--- src/rtl/cpwm_pkg.sv ---
package cpwm_pkg;

    // Register addresses
    localparam int unsigned A_CTRL = 0;
    localparam int unsigned A_MOD  = 1;
    localparam int unsigned A_STAT = 2;
    localparam int unsigned A_CH0  = 4;

    // Channel configuration: bit 2 irq enable, bits 1:0 output mode
    typedef struct packed {
        logic       irq_en;
        logic [1:0] mode;
    } ch_cfg_t;

    localparam int unsigned CFG_W = $bits(ch_cfg_t);

endpackage

--- src/rtl/cpwm_counter.sv ---
module cpwm_counter #(
    parameter int unsigned CNT_W = 8
) (
    input  logic             clk,
    input  logic             rst_n,
    input  logic             en,
    input  logic [CNT_W-1:0] mod_hold,
    input  logic             tof_clr,
    output logic [CNT_W-1:0] cnt,
    output logic             up,
    output logic [CNT_W-1:0] mod_act,
    output logic             reload,
    output logic             tof
);

    typedef struct packed {
        logic [CNT_W-1:0] cnt;
        logic [CNT_W-1:0] mod_act;
        logic             up;
        logic             tof;
    } cnt_state_t;

    cnt_state_t s_d, s_q;
    logic       turn;

    always_comb begin
        s_d  = s_q;
        turn = s_q.up && (s_q.cnt >= s_q.mod_act);
        if (!en || s_q.mod_act == '0) begin
            s_d.cnt = '0;
        end else if (turn || !s_q.up) begin
            s_d.cnt = s_q.cnt - 1'b1;
        end else begin
            s_d.cnt = s_q.cnt + 1'b1;
        end
        if (s_d.cnt == '0) begin
            s_d.up = 1'b1;
        end else if (en && turn) begin
            s_d.up = 1'b0;
        end
        reload = !en || (s_d.cnt == '0);
        if (reload) begin
            s_d.mod_act = mod_hold;
        end
        if (tof_clr) begin
            s_d.tof = 1'b0;
        end
        if (en && s_q.cnt == s_q.mod_act) begin
            s_d.tof = 1'b1;
        end
    end

    always_ff @(posedge clk or negedge rst_n) begin
        if (!rst_n) begin
            s_q <= '{cnt: '0, mod_act: '0, up: 1'b1, tof: 1'b0};
        end else begin
            s_q <= s_d;
        end
    end

    assign cnt     = s_q.cnt;
    assign up      = s_q.up;
    assign mod_act = s_q.mod_act;
    assign tof     = s_q.tof;

    AST_CNT_BOUND: assert property (@(posedge clk) disable iff (!rst_n)
        en |-> s_q.cnt <= s_q.mod_act);
    AST_CNT_STEP: assert property (@(posedge clk) disable iff (!rst_n)
        (en && s_q.mod_act != '0) |=>
        (s_q.cnt == $past(s_q.cnt) + 1'b1 || s_q.cnt == $past(s_q.cnt) - 1'b1));
    AST_OFF_ZERO: assert property (@(posedge clk) disable iff (!rst_n)
        !en |=> s_q.cnt == '0);
    AST_TOF_HOLD: assert property (@(posedge clk) disable iff (!rst_n)
        (s_q.tof && !tof_clr) |=> s_q.tof);
    AST_MOD_HOLD: assert property (@(posedge clk) disable iff (!rst_n)
        s_q.cnt != '0 |-> $stable(s_q.mod_act));

endmodule

--- src/rtl/cpwm_channel.sv ---
module cpwm_channel
    import cpwm_pkg::*;
#(
    parameter int unsigned CNT_W = 8
) (
    input  logic             clk,
    input  logic             rst_n,
    input  logic             en,
    input  logic [CNT_W-1:0] cnt,
    input  logic             up,
    input  logic [CNT_W-1:0] mod_act,
    input  logic             reload,
    input  logic [CNT_W-1:0] cnv_hold,
    input  ch_cfg_t          cfg,
    input  logic             flag_clr,
    output logic             out,
    output logic             oe,
    output logic             flag,
    output logic             irq_req
);

    typedef struct packed {
        logic [CNT_W-1:0] cnv_act;
        logic             out;
        logic             flag;
    } ch_state_t;

    ch_state_t s_d, s_q;
    logic      match;
    logic      valid;
    logic      drive;

    always_comb begin
        s_d   = s_q;
        match = en && (cnt == s_q.cnv_act);
        valid = (s_q.cnv_act != '0) && (s_q.cnv_act < mod_act);
        drive = (cfg.mode != 2'b00);
        if (en && drive) begin
            if (!valid) begin
                s_d.out = cfg.mode[0];
            end else if (match) begin
                s_d.out = up ? cfg.mode[0] : ~cfg.mode[0];
            end
        end
        if (flag_clr) begin
            s_d.flag = 1'b0;
        end
        if (match) begin
            s_d.flag = 1'b1;
        end
        if (reload) begin
            s_d.cnv_act = cnv_hold;
        end
    end

    always_ff @(posedge clk or negedge rst_n) begin
        if (!rst_n) begin
            s_q <= '0;
        end else begin
            s_q <= s_d;
        end
    end

    assign out     = s_q.out;
    assign oe      = drive;
    assign flag    = s_q.flag;
    assign irq_req = s_q.flag & cfg.irq_en;

    AST_MATCH_FLAG: assert property (@(posedge clk) disable iff (!rst_n)
        (en && cnt == s_q.cnv_act) |=> s_q.flag);
    AST_FLAG_HOLD: assert property (@(posedge clk) disable iff (!rst_n)
        (s_q.flag && !flag_clr) |=> s_q.flag);
    AST_UNDRIVEN_HOLD: assert property (@(posedge clk) disable iff (!rst_n)
        (cfg.mode == 2'b00) |=> $stable(s_q.out));
    AST_IDLE_LEVEL: assert property (@(posedge clk) disable iff (!rst_n)
        (en && cfg.mode != 2'b00 && !((s_q.cnv_act != '0) && (s_q.cnv_act < mod_act)))
        |=> s_q.out == $past(cfg.mode[0]));

endmodule

--- src/rtl/cpwm_timer.sv ---
module cpwm_timer
    import cpwm_pkg::*;
#(
    parameter int unsigned CNT_W  = 8,
    parameter int unsigned NUM_CH = 2,
    parameter int unsigned ADDR_W = 4
) (
    input  logic              clk,
    input  logic              rst_n,
    input  logic              wr_en,
    input  logic [ADDR_W-1:0] wr_addr,
    input  logic [CNT_W-1:0]  wr_data,
    output logic [CNT_W-1:0]  count,
    output logic              count_up,
    output logic              ovf_flag,
    output logic [NUM_CH-1:0] ch_flag,
    output logic [NUM_CH-1:0] ch_out,
    output logic [NUM_CH-1:0] ch_oe,
    output logic              irq
);

    typedef struct packed {
        logic                         en;
        logic [CNT_W-1:0]             mod_hold;
        logic [NUM_CH-1:0][CNT_W-1:0] cnv_hold;
        ch_cfg_t [NUM_CH-1:0]         cfg;
    } reg_t;

    reg_t              r_d, r_q;
    logic              tof_clr;
    logic [NUM_CH-1:0] ch_clr;
    logic [NUM_CH-1:0] ch_irq;
    logic [CNT_W-1:0]  cnt;
    logic              up;
    logic [CNT_W-1:0]  mod_act;
    logic              reload;

    always_comb begin
        r_d     = r_q;
        tof_clr = wr_en && (wr_addr == ADDR_W'(A_STAT)) && wr_data[0];
        ch_clr  = '0;
        if (wr_en && wr_addr == ADDR_W'(A_CTRL)) begin
            r_d.en = wr_data[0];
        end
        if (wr_en && wr_addr == ADDR_W'(A_MOD)) begin
            r_d.mod_hold = wr_data;
        end
        for (int i = 0; i < NUM_CH; i++) begin
            ch_clr[i] = wr_en && (wr_addr == ADDR_W'(A_STAT)) && wr_data[i+1];
            if (wr_en && wr_addr == ADDR_W'(A_CH0 + 2*i)) begin
                r_d.cfg[i] = ch_cfg_t'(wr_data[CFG_W-1:0]);
            end
            if (wr_en && wr_addr == ADDR_W'(A_CH0 + 2*i + 1)) begin
                r_d.cnv_hold[i] = wr_data;
            end
        end
    end

    always_ff @(posedge clk or negedge rst_n) begin
        if (!rst_n) begin
            r_q <= '0;
        end else begin
            r_q <= r_d;
        end
    end

    cpwm_counter #(.CNT_W(CNT_W)) i_counter (
        .clk      (clk),
        .rst_n    (rst_n),
        .en       (r_q.en),
        .mod_hold (r_q.mod_hold),
        .tof_clr  (tof_clr),
        .cnt      (cnt),
        .up       (up),
        .mod_act  (mod_act),
        .reload   (reload),
        .tof      (ovf_flag)
    );

    for (genvar g = 0; g < NUM_CH; g++) begin : g_ch
        cpwm_channel #(.CNT_W(CNT_W)) i_channel (
            .clk      (clk),
            .rst_n    (rst_n),
            .en       (r_q.en),
            .cnt      (cnt),
            .up       (up),
            .mod_act  (mod_act),
            .reload   (reload),
            .cnv_hold (r_q.cnv_hold[g]),
            .cfg      (r_q.cfg[g]),
            .flag_clr (ch_clr[g]),
            .out      (ch_out[g]),
            .oe       (ch_oe[g]),
            .flag     (ch_flag[g]),
            .irq_req  (ch_irq[g])
        );
    end

    assign count    = cnt;
    assign count_up = up;
    assign irq      = |ch_irq;

    AST_EN_TAKES_WRITE: assert property (@(posedge clk) disable iff (!rst_n)
        (wr_en && wr_addr == ADDR_W'(A_CTRL) && !wr_data[0]) |=> !r_q.en ##1 count == '0);

endmodule

--- config.mk ---
export PLATFORM = sky130hd
export DESIGN_NAME = cpwm_timer
export DESIGN_NICKNAME = d
export VERILOG_FILES = /design/src/rtl/cpwm_pkg.sv /design/src/rtl/cpwm_counter.sv /design/src/rtl/cpwm_channel.sv /design/src/rtl/cpwm_timer.sv
export SDC_FILE = /design/constraint.sdc
export NUM_CORES = 1
export LEC_CHECK = 0
export CAP_MARGIN = 25
export CORE_ASPECT_RATIO = 0.9
export CORE_MARGIN = 5
export CORE_UTILIZATION = 55
export CTS_CLUSTER_DIAMETER = 30
export DETAILED_ROUTE_END_ITERATION = 16
export PLACE_DENSITY = 0.87
export SETUP_SLACK_MARGIN = 0.3
export SYNTH_ARGS = -nofsm -noshare
export SYNTH_HDL_FRONTEND = slang
export SYNTH_SLANG_ARGS = --single-unit
--- constraint.sdc ---
create_clock -name clk -period 9.89 [get_ports clk]
set_input_delay 1.978 -clock clk [delete_from_list [all_inputs] [get_ports clk]]
set_output_delay 1.978 -clock clk [all_outputs]
set_load 0.005 [all_outputs]
# Word-level counts from Yosys, hierarchy flattened
# Index checks and enable logic that the tools add are counted.
# totals
register_bits	69
inputBits	15
out_inout_bits	17
# op_classes
bitwise	4
reduce_logical	38
order_cmp	3
n_addsub	2
eq_ne	11
muxes	16
# op_table
operator	n
8-bit equality test	3
1-bit logical AND	19
4-bit by 3-bit equality test with 1-bit output, second input constant	4
8-bit logical NOT	2
8-bit < comparator	2
8-bit two-way mux	2
8-bit nonzero test	2
1-bit two-way mux	14
2-bit nonzero test	6
8-bit by 1-bit adder with 8-bit output, second input constant	1
8-bit >= comparator	1
8-bit by 1-bit subtractor with 8-bit output, second input constant	1
4-bit by 1-bit equality test with 1-bit output, second input constant	1
4-bit by 2-bit equality test with 1-bit output, second input constant	1
4-bit logical NOT	1
2-bit by 1-bit inequality test with 1-bit output, second input constant	2
2-bit AND reduction	2
1-bit logical OR	3
1-bit AND	2
1-bit logical NOT	2
1-bit NOT	2
2-bit OR reduction	1

# Longest topological paths before layout
# logic_depth
ltp_word	7
depth_mapped	18

# Hierarchy
# Synthesis repeated with hierarchy kept, for this count alone.
# hier_totals
hier_cells	350
area_unflattened_um2	4015.1
# by_module_without_submodules
mod	area_each_um2	cells_each	instances	seq_area_each_um2
cpwm_channel	720.7	72	2	250.2
cpwm_counter	1302.5	128	1	451.7
cpwm_timer	1271.2	78	1	775.7

# Worst setup path before layout
# Ideal clock, no wire load.
# synth_path
kind	register to register
startpoint	reg i_counter.s_q (netlist bit i_counter.cnt[0])
endpoint	reg g_ch[0].i_channel.s_q[2] (netlist name)
path_stages_with_launch	19
setup_slack_ns	5.289
arrival_time_ns	4.475
required_ns	9.765
cell_sequence	dfrtp_1 > buf_4 > inv_1 > ha_1 > nand2b_4 > a2111o_1 > a211oi_2 > buf_6 > inv_1 > ha_1 > a21oi_1 > o31ai_1 > o211a_1 > a221oi_4 > mux2i_1 > or4_4 > a211oi_4 > buf_8 > mux2_4
# synth_lines
item	line	rtl
from (decl)	cpwm_counter.sv:23	cnt_state_t s_d, s_q;
from (signal assigned)	cpwm_counter.sv:55	s_q <= '{cnt: '0, mod_act: '0, up: 1'b1, tof: 1'b0};
to (signal assigned)	cpwm_channel.sv:58	s_q <= '0;
to (signal assigned)	cpwm_channel.sv:60	s_q <= s_d;
to (decl)	cpwm_channel.sv:28	ch_state_t s_d, s_q;

==> run summary <==
Among all flip-flop cells after synthesis, the most frequent one is dfrtp_1. Setup repair after global routing left no endpoint under its margin. For the worst setup path, the data required time is 10.12 ns. The mean number of vias per cell works out to 5.74.

The normalized max-slew margin was 0.444. Accumulated negative setup slack: 0 ns. Cell type of the slowest stage on the worst timing path: or4_4. CTS saw 69 sinks. The cell area after layout is 4450 um^2, and the total number of nets in the final design is 410. The number of port buffers is 31, and the share of flip-flops with an asynchronous set or reset is 1.00. The reg-to-reg critical path endpoint is g_ch[1].i_channel.s_q[5]$_DFFE_PN0P_. At the end of routability-driven placement, the weighted congestion stood at 0.886.

Hold timing on the final database bottoms out at a slack of 0.500 ns. The critical path in this run is classified as register to register. Post-CTS repair changed the size of 0 cells. The top-area cell type share of the netlist area works out to 0.431. STA classifies the critical path endpoint as a register.

Post-CTS timing repair inserted 0 buffers for setup. In this run, post-CTS hold repair placed 0 buffers. TritonCTS built the clock tree. The synthesis-to-layout area growth is 12.7%, and the cell count after placement is 449. The number of routed nets with antenna violations was 0; the number of buffers inserted during clock tree synthesis was 9.

The power density over the cells came out at 320 nW/um^2. Ranked by total cell area, the synthesized netlist is headed by dfrtp_1 43%, ha_1 8.6%, mux2_2 8.6%, mux2_4 7.2%, xnor2_1 4.4%. The tools report the maximum count of clock buffers along a single path as 2.

The run gives 0.192 as the total routing resource utilization after global routing. The initial core utilization is 0.563, and the critical-path maximum fanout is 25. In the final routed layout, each cell accounts on average for 17.4 um. Summing every instance area after synthesis gives 3950 um^2.

First element of the critical path: i_counter.cnt[0]$_DFF_PN0_. The final layout contains routed wiring with a total length of 8.08 mm. The netlist uses 48 different library cells. The flow ran to the end, and the final reports show no timing, DRC or antenna violations. The number of max-capacitance violations reported is 0, and the number of flops mapped to enable cells by yosys is 0. The y dimension of the die was 90.3 um. The root buffer cell chosen for the clock tree is clkbuf_8.

The standard cell core area was 7000 um^2; the final non-filler cell total was 465. The DRC violation count after routing is 0. The number of global-route vias before repair is 2773. 32 I/O pins were placed. Launch instance of the worst register-to-register path: i_counter.cnt[0]$_DFF_PN0_.

In this run the horizontal extent of the chip is 99.3 um. The tools report the number of warnings issued by yosys as 0. The clock slew at the register clock pins of the worst setup and hold paths is 0.07 ns.

Proportion of synthesized chip area in sequential cells: 0.438. The tools report the overall via count from detail_route as 2670. In this run the core area contains 29 standard-cell rows. The run gives 5.23 ns as the data arrival time at the worst-slack endpoint. The startpoint type of the worst setup path is a register. For the pin with the worst max-slew slack, the measured transition is 0.835 ns. The share of the clock period used by the worst path is 0.506. The hold violation count in the final report was 0; the fill cell instance count of the final layout was 525. The run gives 0 as the initial antenna violation count. The maximum number of pins on one net before global-route repair was 70. Yosys instantiated no cell more often than dfrtp_1.

For this block, the initial DRC count from the detailed router was 146. Share of cells above drive strength 1: 0.226. The most area-hungry cell type in the Yosys netlist is dfrtp_1. The critical path goes through inv_1 > ha_1 > nand2b_4 > a2111o_1 > a211oi_2 > buf_6 > inv_1 > ha_1 > a21oi_1 > o31ai_1 > o211a_1 > a221oi_4 > mux2i_1 > or4_4 > a211oi_4 > buf_4 > mux2_2. The mean cell area of the mapped netlist was 11.7 um^2; the worst reg-to-reg setup slack was 4.88 ns.

The number of register bits inferred by synthesis was 69; the cell area after placement was 4270 um^2. The cell count after synthesis came out at 338. For this design the static power due to leakage is 2.06 nW.

The logic depth of the worst register-to-register path is 17, and the detailed-placement wirelength estimate is 6.18 mm. The residual overflow from global routing is 0, and the overall die area is 8970 um^2. Number of pins exceeding their max-slew limit in the final report: 0. The repair_antennas step left the layout with diodes totalling 0.

The tools report the largest voltage drop on the vdd net as 0.159 mV. The H-tree generated during clock tree synthesis spans 3 levels. The detailed-routing iteration count for the pre-antenna-repair pass was 4. The logs give 0.35 ns for the clock insertion delay at the later pin of the skew report and 200 MHz for the fmax.

Post-layout total power: 1.42 mW. The classification of the worst-slack hold path was register to register. Clock skew on the completed layout was measured at 0.00778 ns.

The worst path needs 5.01 ns of the cycle, external delays included. Following the worst setup path forward leads to its endpoint at g_ch[1].i_channel.s_q[5]$_DFFE_PN0P_. Counting instances in the post-synthesis netlist gives the leading cell types as 68 x dfrtp_1, 30 x mux2_2, 27 x ha_1. First-pass GRT wire length: 13.6 mm. Setup violations remaining at the end of the flow were counted as 0.

Synthesis produced a netlist with a net count of 380. The delay of the slowest cell on the worst path is 0.56 ns.
-- final cells by class --
class | instances | area (um^2) | share of cell area
clock buffer | 11 | 141 | 0.0318
clock inverter | 4 | 25.0 | 0.00563
inverter | 20 | 75.1 | 0.0169
timing repair buffer | 35 | 339 | 0.0763
multi-input combinational | 233 | 2020 | 0.455
tap | 93 | 116 | 0.0262
sequential | 69 | 1730 | 0.389
-- worst max-delay path: cells and delay by family (launching register included) --
family | cells | cell delay (ns)
buf+inv | 4 | 0.81
compound gates | 7 | 1.70
mux | 2 | 0.52
flops | 1 | 0.53
fa+ha+maj | 2 | 0.61
simple gates | 2 | 0.70
-- sequential cells by signal, indices dropped and copies added, names as in the netlist --
register and flops:
g_ch.i_channel.s_q 16, i_counter.cnt 8, g_ch.i_channel.flag 2, r_q 31
i_counter.tof 1, i_counter.up 1, i_counter.mod_act 8, g_ch.i_channel.out 2
-- power breakdown --
group	leakage, nW	switching [mW]	internal, mW
Combinational	1.12	0.337	0.407
Clock	0.0812	0.104	0.0955
Sequential	0.860	0.102	0.378
-- stage by stage --
| stage | util | setup slack [ns] |
|---|---|---|
| 4_1_cts | 0.633 | 4.48 |
| 6_report | 0.635 | 4.88 |
| 2_1_floorplan | - | 5.29 |
| 5_1_grt | 0.635 | 4.65 |
| 3_5_place_dp | 0.609 | 4.51 |
| 3_3_place_gp | 0.609 | 4.71 |
-- metal layers --
layer / global-route usage / part of all wire / vias to the layer above
met1: 0.255 / 0.44 / 1318
met5: 0 / 0 / -
met4: 0.0660 / 0.019 / 0
met2: 0.305 / 0.48 / 80
li1: - / - / 1256
met3: 0.0471 / 0.061 / 16
-- logic make-up after synthesis --
| kind of cell | share of synthesized area |
|---|---|
| simple gates | 0.113 |
| mux | 0.168 |
| compound gates | 0.0942 |
| flops | 0.438 |
| buf+inv | 0.0498 |
| fa+ha+maj | 0.0856 |
| xor+xnor | 0.0511 |
-- layout by cell type (no fill, tap or decap), drive strengths merged, types with 2 or more instances in the layout --
cell type	count
and3	2
a21oi	12
a31oi	2
inv	20
xnor2	20
clkinvlp	2
o211ai	4
xor2	3
nand3	3
nand2	21
or4	2
nand3b	4
clkbuf	11
nor3	3
clkdlybuf4s50	30
and2	3
dfrtp	68
nand2b	4
nor4	6
buf	5
a21o	11
mux2	49
a211oi	2
ha	27
nand4	7
nor3b	6
nor2	11
mux2i	4
clkinv	2
or2	5
o21ai	14
-- worst min path at each step --
stage,startpoint,to,slack (ns),cells past startpoint
floorplan,r_q[22]$_DFFE_PN0P_,r_q[22]$_DFFE_PN0P_,0.45,2
global placement,r_q[2]$_DFFE_PN0P_,r_q[2]$_DFFE_PN0P_,0.47,2
detailed placement,r_q[22]$_DFFE_PN0P_,r_q[22]$_DFFE_PN0P_,0.49,2
CTS,r_q[22]$_DFFE_PN0P_,r_q[22]$_DFFE_PN0P_,0.50,2
global route,r_q[8]$_DFFE_PN0P_,g_ch[0].i_channel.s_q[4]$_DFFE_PN0P_,0.53,1
finish,r_q[2]$_DFFE_PN0P_,r_q[2]$_DFFE_PN0P_,0.50,2
Note: power is estimated with default switching activity, not from simulation.
